## config.mk

```make
export PLATFORM = sky130hd
export DESIGN_NAME = sdp_guard
export DESIGN_NICKNAME = d
export VERILOG_FILES = /design/src/rtl/sdp_pkg.sv /design/src/rtl/sdp_seq_match.sv /design/src/rtl/sdp_prot_flag.sv /design/src/rtl/sdp_window.sv /design/src/rtl/sdp_guard.sv
export SDC_FILE = /design/constraint.sdc
export NUM_CORES = 1
export LEC_CHECK = 0
export BUFFER_PORTS_ARGS = -buffer_cell sky130_fd_sc_hd__buf_2
export CORE_MARGIN = 2
export CORE_UTILIZATION = 50
export CTS_CLUSTER_DIAMETER = 200
export DETAILED_ROUTE_END_ITERATION = 6
export GPL_ROUTABILITY_DRIVEN = 1
export PLACE_DENSITY = 0.86
export SYNTH_ARGS = -nofsm -noshare
export SYNTH_HDL_FRONTEND = slang
export SYNTH_SLANG_ARGS = --single-unit
```

## constraint.sdc

```tcl
create_clock -name clk -period 3.4 [get_ports clk]
set_input_delay 0.85 -clock clk [delete_from_list [all_inputs] [get_ports clk]]
set_output_delay 0.85 -clock clk [all_outputs]
set_load 0.01 [all_outputs]
```

## src/rtl/sdp_pkg.sv

```systemverilog
package sdp_pkg;

  // Matcher phase inside one load window
  typedef enum logic {
    MP_HUNT = 1'b0,   // still at the head of the window, commands may match
    MP_LOCK = 1'b1    // a data byte or a finished sequence was seen
  } mphase_t;

  localparam int unsigned SEQ_STEPS = 6;   // longest command sequence
  localparam int unsigned EN_STEP   = 2;   // index at which the enable path ends

endpackage

```

## src/rtl/sdp_seq_match.sv

```systemverilog
module sdp_seq_match
  import sdp_pkg::*;
#(
  parameter int unsigned ADDR_W = 16,
  parameter int unsigned DATA_W = 8,
  parameter logic [ADDR_W-1:0] A_ADDR    = 16'h5555,
  parameter logic [ADDR_W-1:0] B_ADDR    = 16'h2AAA,
  parameter logic [DATA_W-1:0] D_FIRST   = 8'hAA,
  parameter logic [DATA_W-1:0] D_SECOND  = 8'h55,
  parameter logic [DATA_W-1:0] D_ENABLE  = 8'hA0,
  parameter logic [DATA_W-1:0] D_DIS_MID = 8'h80,
  parameter logic [DATA_W-1:0] D_DISABLE = 8'h20
) (
  input  logic              clk,
  input  logic              rst_n,
  input  logic              ld_valid,
  input  logic [ADDR_W-1:0] ld_addr,
  input  logic [DATA_W-1:0] ld_data,
  input  logic              win_close,
  output logic              cmd_byte,
  output logic              en_done,
  output logic              dis_done
);

  localparam int unsigned SW = $clog2(SEQ_STEPS);
  localparam logic [SW-1:0] STEP_EN   = SW'(EN_STEP);
  localparam logic [SW-1:0] STEP_LAST = SW'(SEQ_STEPS - 1);

  // Disable sequence, step 0 in the lowest slot; the enable path shares steps 0 and 1
  localparam logic [SEQ_STEPS-1:0][ADDR_W-1:0] SEQ_A =
    {A_ADDR, B_ADDR, A_ADDR, A_ADDR, B_ADDR, A_ADDR};
  localparam logic [SEQ_STEPS-1:0][DATA_W-1:0] SEQ_D =
    {D_DISABLE, D_SECOND, D_FIRST, D_DIS_MID, D_SECOND, D_FIRST};

  logic [SEQ_STEPS-1:0] step_hit;
  logic                 en_hit;

  genvar gi;
  generate
    for (gi = 0; gi < SEQ_STEPS; gi++) begin : g_step
      assign step_hit[gi] = (ld_addr == SEQ_A[gi]) && (ld_data == SEQ_D[gi]);
    end
  endgenerate

  assign en_hit = (ld_addr == A_ADDR) && (ld_data == D_ENABLE);

  mphase_t         phase_q, phase_d;
  logic [SW-1:0]   step_q,  step_d;
  logic            state_en;

  // Next-state logic
  always_comb begin
    phase_d  = phase_q;
    step_d   = step_q;
    cmd_byte = 1'b0;
    en_done  = 1'b0;
    dis_done = 1'b0;
    if (win_close) begin
      phase_d = MP_HUNT;
      step_d  = '0;
    end else if (ld_valid && (phase_q == MP_HUNT)) begin
      if ((step_q == STEP_EN) && en_hit) begin
        cmd_byte = 1'b1;
        en_done  = 1'b1;
        phase_d  = MP_LOCK;
        step_d   = '0;
      end else if (step_hit[step_q]) begin
        cmd_byte = 1'b1;
        if (step_q == STEP_LAST) begin
          dis_done = 1'b1;
          phase_d  = MP_LOCK;
          step_d   = '0;
        end else begin
          step_d = step_q + 1'b1;
        end
      end else begin
        // mismatch: this byte is data, stop hunting for the rest of the window
        phase_d = MP_LOCK;
        step_d  = '0;
      end
    end
  end

  assign state_en = win_close | ld_valid;

  // State registers
  always_ff @(posedge clk or negedge rst_n) begin
    if (!rst_n) begin
      phase_q <= MP_HUNT;
      step_q  <= '0;
    end else if (state_en) begin
      phase_q <= phase_d;
      step_q  <= step_d;
    end
  end

endmodule

```

## src/rtl/sdp_prot_flag.sv

```systemverilog
module sdp_prot_flag (
  input  logic clk,
  input  logic por_n,
  input  logic set_i,
  input  logic clr_i,
  output logic prot_o
);

  logic flag_q, flag_d, flag_en;

  always_comb begin
    flag_en = set_i | clr_i;
    flag_d  = set_i & ~clr_i;
  end

  // Only the power-on initialization clears this register
  always_ff @(posedge clk or negedge por_n) begin
    if (!por_n) begin
      flag_q <= 1'b0;
    end else if (flag_en) begin
      flag_q <= flag_d;
    end
  end

  assign prot_o = flag_q;

endmodule

```

## src/rtl/sdp_window.sv

```systemverilog
module sdp_window #(
  parameter int unsigned ADDR_W = 16,
  parameter int unsigned DATA_W = 8
) (
  input  logic              clk,
  input  logic              rst_n,
  input  logic              ld_valid,
  input  logic [ADDR_W-1:0] ld_addr,
  input  logic [DATA_W-1:0] ld_data,
  input  logic              win_close,
  input  logic              cmd_byte,
  input  logic              unlock,
  input  logic              prot_on,
  output logic              buf_we,
  output logic [ADDR_W-1:0] buf_addr,
  output logic [DATA_W-1:0] buf_data,
  output logic              prog_start,
  output logic              prog_commit
);

  logic              any_q,    any_d;
  logic              unlk_q,   unlk_d;
  logic              we_q,     we_d;
  logic              start_q,  start_d;
  logic              commit_q, commit_d;
  logic [ADDR_W-1:0] addr_q;
  logic [DATA_W-1:0] data_q;
  logic              win_en, fwd_en;

  // Next-state logic
  always_comb begin
    any_d    = any_q;
    unlk_d   = unlk_q;
    start_d  = 1'b0;
    commit_d = 1'b0;
    we_d     = ld_valid & ~cmd_byte;
    if (win_close) begin
      start_d  = any_q;
      commit_d = any_q & (~prot_on | unlk_q);
      any_d    = 1'b0;
      unlk_d   = 1'b0;
    end else if (ld_valid) begin
      any_d  = 1'b1;
      unlk_d = unlk_q | unlock;
    end
  end

  assign win_en = win_close | ld_valid;
  assign fwd_en = we_d;

  // Window state
  always_ff @(posedge clk or negedge rst_n) begin
    if (!rst_n) begin
      any_q  <= 1'b0;
      unlk_q <= 1'b0;
    end else if (win_en) begin
      any_q  <= any_d;
      unlk_q <= unlk_d;
    end
  end

  // Pulse outputs
  always_ff @(posedge clk or negedge rst_n) begin
    if (!rst_n) begin
      we_q     <= 1'b0;
      start_q  <= 1'b0;
      commit_q <= 1'b0;
    end else begin
      we_q     <= we_d;
      start_q  <= start_d;
      commit_q <= commit_d;
    end
  end

  // Forwarded byte, loaded only when a data byte passes
  always_ff @(posedge clk or negedge rst_n) begin
    if (!rst_n) begin
      addr_q <= '0;
      data_q <= '0;
    end else if (fwd_en) begin
      addr_q <= ld_addr;
      data_q <= ld_data;
    end
  end

  assign buf_we      = we_q;
  assign buf_addr    = addr_q;
  assign buf_data    = data_q;
  assign prog_start  = start_q;
  assign prog_commit = commit_q;

endmodule

```

## src/rtl/sdp_guard.sv

```systemverilog
module sdp_guard #(
  parameter int unsigned ADDR_W = 16,
  parameter int unsigned DATA_W = 8,
  parameter logic [ADDR_W-1:0] A_ADDR    = 16'h5555,
  parameter logic [ADDR_W-1:0] B_ADDR    = 16'h2AAA,
  parameter logic [DATA_W-1:0] D_FIRST   = 8'hAA,
  parameter logic [DATA_W-1:0] D_SECOND  = 8'h55,
  parameter logic [DATA_W-1:0] D_ENABLE  = 8'hA0,
  parameter logic [DATA_W-1:0] D_DIS_MID = 8'h80,
  parameter logic [DATA_W-1:0] D_DISABLE = 8'h20
) (
  input  logic              clk,
  input  logic              rst_n,
  input  logic              por_n,
  input  logic              ld_valid,
  input  logic [ADDR_W-1:0] ld_addr,
  input  logic [DATA_W-1:0] ld_data,
  input  logic              win_close,
  output logic              buf_we,
  output logic [ADDR_W-1:0] buf_addr,
  output logic [DATA_W-1:0] buf_data,
  output logic              prog_start,
  output logic              prog_commit,
  output logic              prot_on
);

  logic cmd_byte, en_done, dis_done, unlock;

  sdp_seq_match #(
    .ADDR_W(ADDR_W), .DATA_W(DATA_W),
    .A_ADDR(A_ADDR), .B_ADDR(B_ADDR),
    .D_FIRST(D_FIRST), .D_SECOND(D_SECOND), .D_ENABLE(D_ENABLE),
    .D_DIS_MID(D_DIS_MID), .D_DISABLE(D_DISABLE)
  ) u_match (
    .clk      (clk),
    .rst_n    (rst_n),
    .ld_valid (ld_valid),
    .ld_addr  (ld_addr),
    .ld_data  (ld_data),
    .win_close(win_close),
    .cmd_byte (cmd_byte),
    .en_done  (en_done),
    .dis_done (dis_done)
  );

  sdp_prot_flag u_flag (
    .clk   (clk),
    .por_n (por_n),
    .set_i (en_done),
    .clr_i (dis_done),
    .prot_o(prot_on)
  );

  assign unlock = en_done | dis_done;

  sdp_window #(
    .ADDR_W(ADDR_W), .DATA_W(DATA_W)
  ) u_win (
    .clk        (clk),
    .rst_n      (rst_n),
    .ld_valid   (ld_valid),
    .ld_addr    (ld_addr),
    .ld_data    (ld_data),
    .win_close  (win_close),
    .cmd_byte   (cmd_byte),
    .unlock     (unlock),
    .prot_on    (prot_on),
    .buf_we     (buf_we),
    .buf_addr   (buf_addr),
    .buf_data   (buf_data),
    .prog_start (prog_start),
    .prog_commit(prog_commit)
  );

endmodule

```

# ---- Word level (Yosys, flattened, before mapping)
# Cells that the tools add are included.
dict set report totals {
  latchBits 0
  ff_bits 34
  rom_bits 0
  ramBits 0
  mem_count 0
}
dict set report classes {
  reduce_logical 12
  muxes 30
  shifts 0
  div_mod_pow 0
  n_lt_le_gt_ge 1
  n_mul 0
  add_sub_neg 1
  bitwise 11
  n_eq_ne 10
}
# op count
set ops {}
lappend ops {{8-bit == test (second input constant)} 3}
lappend ops {{1-bit 2-to-1 mux} 24}
lappend ops {{16-bit by 14-bit == test with 1-bit output (second input constant)} 1}
lappend ops {{16-bit by 15-bit == test with 1-bit output (second input constant)} 1}
lappend ops {{3-bit 2-to-1 mux} 5}
lappend ops {{8-bit by 6-bit == test with 1-bit output (second input constant)} 1}
lappend ops {{8-bit by 7-bit == test with 1-bit output (second input constant)} 1}
lappend ops {{1-bit logical AND} 7}
lappend ops {{3-bit by 4-bit less-than comparator with 1-bit output (second input constant)} 1}
lappend ops {{4-bit by 3-bit != test with 1-bit output (second input constant)} 1}
lappend ops {{1-bit NOT} 4}
lappend ops {{1-bit bitwise OR} 4}
lappend ops {{2-bit AND reduction} 2}
lappend ops {{2-bit nonzero test} 2}
lappend ops {{3-bit by 1-bit adder with 3-bit output (second input constant)} 1}
lappend ops {{1-bit AND} 3}
lappend ops {{1-bit binary-select mux with 3-bit select} 1}
lappend ops {{3-bit by 2-bit == test with 1-bit output (second input constant)} 1}
lappend ops {{3-bit == test (second input constant)} 1}
lappend ops {{3-bit AND reduction} 1}

# ---- Depth between registers and ports, before layout
dict set report logic_depth {
  word_depth 12
  depth_mapped 8
  depth_no_buf 6
}

# ---- Cells and area by module
# From an unflattened synthesis, not the netlist that was laid out.
dict set report unflattened {
  hier_cells 127
  hier_area_um2 1725.4
}
# module area_each_um2 n_inst cells_per_inst seq_area_each_um2
set modules_own_cells {}
lappend modules_own_cells {sdp_window 1166.1 1 64 725.7}
lappend modules_own_cells {sdp_seq_match 518.0 1 60 100.1}
lappend modules_own_cells {sdp_prot_flag 35.0 1 2 25.0}
lappend modules_own_cells {sdp_guard 6.3 1 1 0.0}

# ---- Worst setup path after synthesis
# No wires, ideal clock.
dict set report synth_timing {
  path_kind {in2reg}
  start {input ld_addr[12]}
  end {register u_win.addr_q[10] (netlist: u_win.buf_addr[10])}
  setup_time_ns 0.125
  required_ns 3.275
  setup_slack_ns 0.888
  stages 7
  t_arrival_ns 2.386
  cell_sequence {and4bb_2 > nand4_1 > nor3_1 > a32oi_2 > o211ai_4 > buf_12 > mux2_4}
}
dict set report synth_via {
  elab_chain_len 10
}
# element line
set synth_rtl {}
lappend synth_rtl {{from (decl)} sdp_guard.sv:16} ;# input logic [ADDR_W-1:0] ld_addr,
lappend synth_rtl {{16-bit by 15-bit == test with 1-bit output or 16-bit by 14-bit == test with 1-bit output (tied branches)} {sdp_seq_match.sv:41, sdp_seq_match.sv:45}}
lappend synth_rtl {{1-bit logical AND} sdp_seq_match.sv:41} ;# assign step_hit[gi] = (ld_addr == SEQ_A[gi]) && (ld_data == SEQ_D[gi]);
lappend synth_rtl {{1-bit binary-select mux with 3-bit select} sdp_seq_match.sv:67} ;# end else if (step_hit[step_q]) begin
lappend synth_rtl {{1-bit 2-to-1 mux (not written as such)} sdp_seq_match.sv:67}
lappend synth_rtl {{1-bit 2-to-1 mux} sdp_seq_match.sv:67}
lappend synth_rtl {{1-bit 2-to-1 mux (*)} sdp_seq_match.sv:62} ;# if ((step_q == STEP_EN) && en_hit) begin
lappend synth_rtl {{1-bit 2-to-1 mux (*)} sdp_seq_match.sv:61} ;# end else if (ld_valid && (phase_q == MP_HUNT)) begin
lappend synth_rtl {{1-bit 2-to-1 mux (*)} sdp_seq_match.sv:58} ;# if (win_close) begin
lappend synth_rtl {{1-bit NOT (*)} sdp_window.sv:36} ;# we_d = ld_valid & ~cmd_byte;
lappend synth_rtl {{1-bit AND (*)} sdp_window.sv:36}
lappend synth_rtl {{to (signal assigned)} sdp_window.sv:81} ;# addr_q <= ld_addr;
lappend synth_rtl {{to (decl)} sdp_window.sv:26} ;# logic [ADDR_W-1:0] addr_q;
# Mark *: on every way between the ends. The rest lies on a longest branch, timed or not. The select of a mux whose other input is x is not followed.
# A chain may end at the register's enable or synchronous reset.

# ---- Worst setup path in the final report
dict set report layout_timing {
  start {input ld_addr[1]}
  end {register u_win.addr_q[7] (netlist: u_win.buf_addr[7])}
}
# The elaborated chain is that of the path after synthesis.

==> impl_metrics.csv <==
group,metric,value,unit
yosys,yosysTopAreaCellShare,48.06,%
pwr,peakVddDrop,277.8,uV
yosys,synthesis.area,1770,um2
detailed_routing,wl,3507,um
detailed_routing,vias,1341,
place,numPortBuffers,56,
clocking,cts_buffers,5,
pwr,seqPwrFrac,50.9,%
yosys,yosysWarningCount,0,
place,dp_worst_setup_slack,0.4913,ns
pwr,combPwrFrac,17.9,%
worst_setup_path,worstSetupPathType,"in -> reg",
yosys,synth_nets,165,
floorplan,placeableCoreArea,3363,um2
clocking,clockBufferDepth,2,
yosys,yosysSeqAreaShare,48.06,%
worst_setup_path,rr_worst_depth,7,
floorplan,die-area,4033,um2
floorplan,io-pin-count,57,
timing,setup_tns,0,ns
cells_and_area,diodes,0,
detailed_routing,via_per_inst,5.519,
cells_and_area,nets,225,
worst_setup_path,crit_slowest_cell,"nor4bb_1",
clocking,cts_tree,"yes",
clocking,cts_resized,0,
timing,setup_violations,0,
pwr,clockPowerShare,31.2,%
cells_and_area,final_cell_area,2155,um2
worst_setup_path,cp.required,3.61,ns
timing,fin_crit,2.599,ns
clocking,root_buffer,"clkbuf_4",
floorplan,die_y,63.51,um
pwr,switching_share,23.87,%
cells_and_area,drive_above_1_share,48.73,%
worst_setup_path,critPathCaptureType,"register",
place,postPlaceCellArea,2079,um2
cells_and_area,area_growth,21.70,%
worst_setup_path,reg2reg_to,"u_win.buf_addr[7]$_DFFE_PN0P_",
clocking,cts.htree.levels,2,
clocking,hold_buffers,0,
worst_setup_path,cp-start-kind,"input pin",
pwr,p_leak,1.011,nW
timing,fmax,384.8,MHz
global_routing,grt_util_all_layers,18.52,%
worst_setup_path,worstPathCellList,"buf_2 > nor4bb_1 > nand4_1 > nor2_1 > a32oi_2 > o211ai_4 > buf_12 > mux2_2",
yosys,ys_seq_elements,34,
worst_setup_path,r2r_slack,1.13,ns
place,placedCellCount,235,
detailed_routing,dr.pass1.iters,4,
global_routing,antenna_found_initial,0,
yosys,synth_cells,136,
global_routing,grt_max_degree,34,
timing,timing.final.crit_share,76.44,%
timing,clock_skew,0.007163,ns
clocking,cts_setup_buffers,0,
pwr,internal_power,0.0006768,W
detailed_routing,drc_errors,0,
clocking,cts.sinks,34,
worst_setup_path,r2r_start,"u_match.phase_q$_DFFE_PN0P_",
outcome,outcome,"finished clean",
timing,slew_headroom,52.73,%
floorplan,row_count,21,
timing,drv_slew,0,
cells_and_area,n_fill_cell,292,
yosys,yosys.area.top_type,"dfrtp_1",
yosys,synth_ff_type,"dfrtp_1",
place,dp_hpwl,2718,um
yosys,synth_common_cells,"dfrtp_1 (34), mux2_4 (19), nand2_1 (9)",
clocking,clk_pin_slew_worst_paths,0.10,ns
worst_setup_path,crit_fanout,21,
pwr,p_switching,0.0002122,W
yosys,syn_area_per_cell,13.02,um2
clocking,clock_latency,0.32,ns
detailed_routing,dr.first_iter.drc_count,55,
timing,rsz0062_at_grt,"no",
place,gp_congestion,0.7932,
worst_hold_path,min_path_type,"in -> async",
detailed_routing,ant_nets,0,
global_routing,overflow,0,
global_routing,grt_pass1_wl,5789,um
yosys,synth.area.top_cells,"dfrtp_1 (48%), mux2_4 (16%), nor4bb_1 (4.5%), mux2_2 (3.2%), and4bb_2 (2.8%)",
cells_and_area,final_cells,243,
worst_setup_path,arrival,2.81,ns
yosys,synth_edf_count,0,
yosys,synth_cell_types,41,
yosys,async_flop_share,100.0,%
detailed_routing,wl_per_cell,14.43,um
timing,hold_viol,0,
timing,tightest_slew,0.7091,ns
pwr,p_per_area,412.6,nW/um2
floorplan,die_w,63.51,um
global_routing,grt_pass1_vias,1219,
timing,setup_slack,0.8011,ns
floorplan,start_util,52.64,%
job,cap_viol_max_count,0,
worst_setup_path,critPathMaxStageDelay,0.38,ns
yosys,synth_most_common_cell,"dfrtp_1",
[how the worst max path moves through the flow]
stage                                     endpoint  slack (ns)  cells past startpoint   startpoint
floorplan           u_win.buf_addr[10]$_DFFE_PN0P_        0.89                      7  ld_addr[12]
global placement     u_win.buf_addr[7]$_DFFE_PN0P_        0.50                      8   ld_data[0]
detailed placement   u_win.buf_addr[7]$_DFFE_PN0P_        0.49                      8   ld_addr[1]
CTS                  u_win.buf_addr[7]$_DFFE_PN0P_        0.84                      8   ld_addr[1]
global route         u_win.buf_addr[7]$_DFFE_PN0P_        0.73                      8   ld_data[0]
finish               u_win.buf_addr[7]$_DFFE_PN0P_        0.80                      8   ld_addr[1]
[sequential cells by signal, summed over array words and instances, names as in the netlist]
name,count
u_flag.prot_o,1
u_match.step_q,3
u_win.unlk_q,1
u_win.prog_commit,1
u_win.prog_start,1
u_match.phase_q,1
u_win.buf_addr,16
u_win.buf_data,8
u_win.buf_we,1
u_win.any_q,1
[worst max-delay path: cells and delay by family]
family	cells	cell delay [ns]
AOI/OAI and AO/OA	2	0.50
and+or+nand+nor	3	0.74
muxes	1	0.35
buffers and inverters	2	0.35
[area by class of cell]
class                   count  area, um2  area share (%)
clock buffers               7      45.04           2.091
clock inverters             1      30.03           1.394
inverters                   4      15.01          0.6969
multi-input cells          94      855.8           39.72
flip-flops and latches     34      850.8           39.49
well taps                  46      57.56           2.671
repair buffers             57      300.3           13.94
[kinds of logic (layout without fill, tap and decap cells)]
family                 after synthesis  in the layout  synth area share [%]
DFF                                 34             34                 48.06
AOI/OAI and AO/OA                   16             16                 8.057
muxes                               24             24                 19.29
and+or+nand+nor                     54             54                 20.99
buffers and inverters                8             69                 3.604
[placed cells by master (no fill, tap or decap), types with 2 or more instances in the layout]
cell type and n:
and2_1 2, a21oi_1 2, clkbuf_4 5, nand4_1 3
buf_2 56, nor3_1 3, nor2b_1 2, mux2_2 5
nand4b_1 2, nand3_1 2, clkbuf_1 2, inv_1 4
nor4bb_1 8, nor2_1 7, nand2_1 9, dfrtp_1 34
nor3b_1 2, mux2_4 19, nand2b_1 3, and4bb_2 4
[power by group through the flow]
stage               registers, W  clock network (W)  logic (W)
floorplan               0.000475                  0  0.0000719
global placement        0.000460                  0   0.000158
detailed placement      0.000461                  0   0.000160
CTS                     0.000453           0.000287   0.000160
global route            0.000457           0.000301   0.000171
finish                  0.000453           0.000277   0.000159
[per-stage QoR]
step           hold slack (ns)  utilization [%]  power [W]
6_report                0.2758            64.06  0.0008890
5_1_grt                 0.2539            64.06  0.0009295
3_5_place_dp            0.4741            61.83  0.0006203
3_3_place_gp            0.4662            61.83  0.0006184
4_1_cts                 0.2653            64.06  0.0009002
2_1_floorplan           0.4526                -  0.0005467
[per-layer routing]
layer  wire length, um  vias up  track usage (%)
met3               208        5            4.643
li1                  -      637                -
met2              1630       43            27.11
met1              1610      656            25.94
met4                58        0            8.424
met5                 0        -                0
No activity file was read; power rests on OpenSTA's default activity.
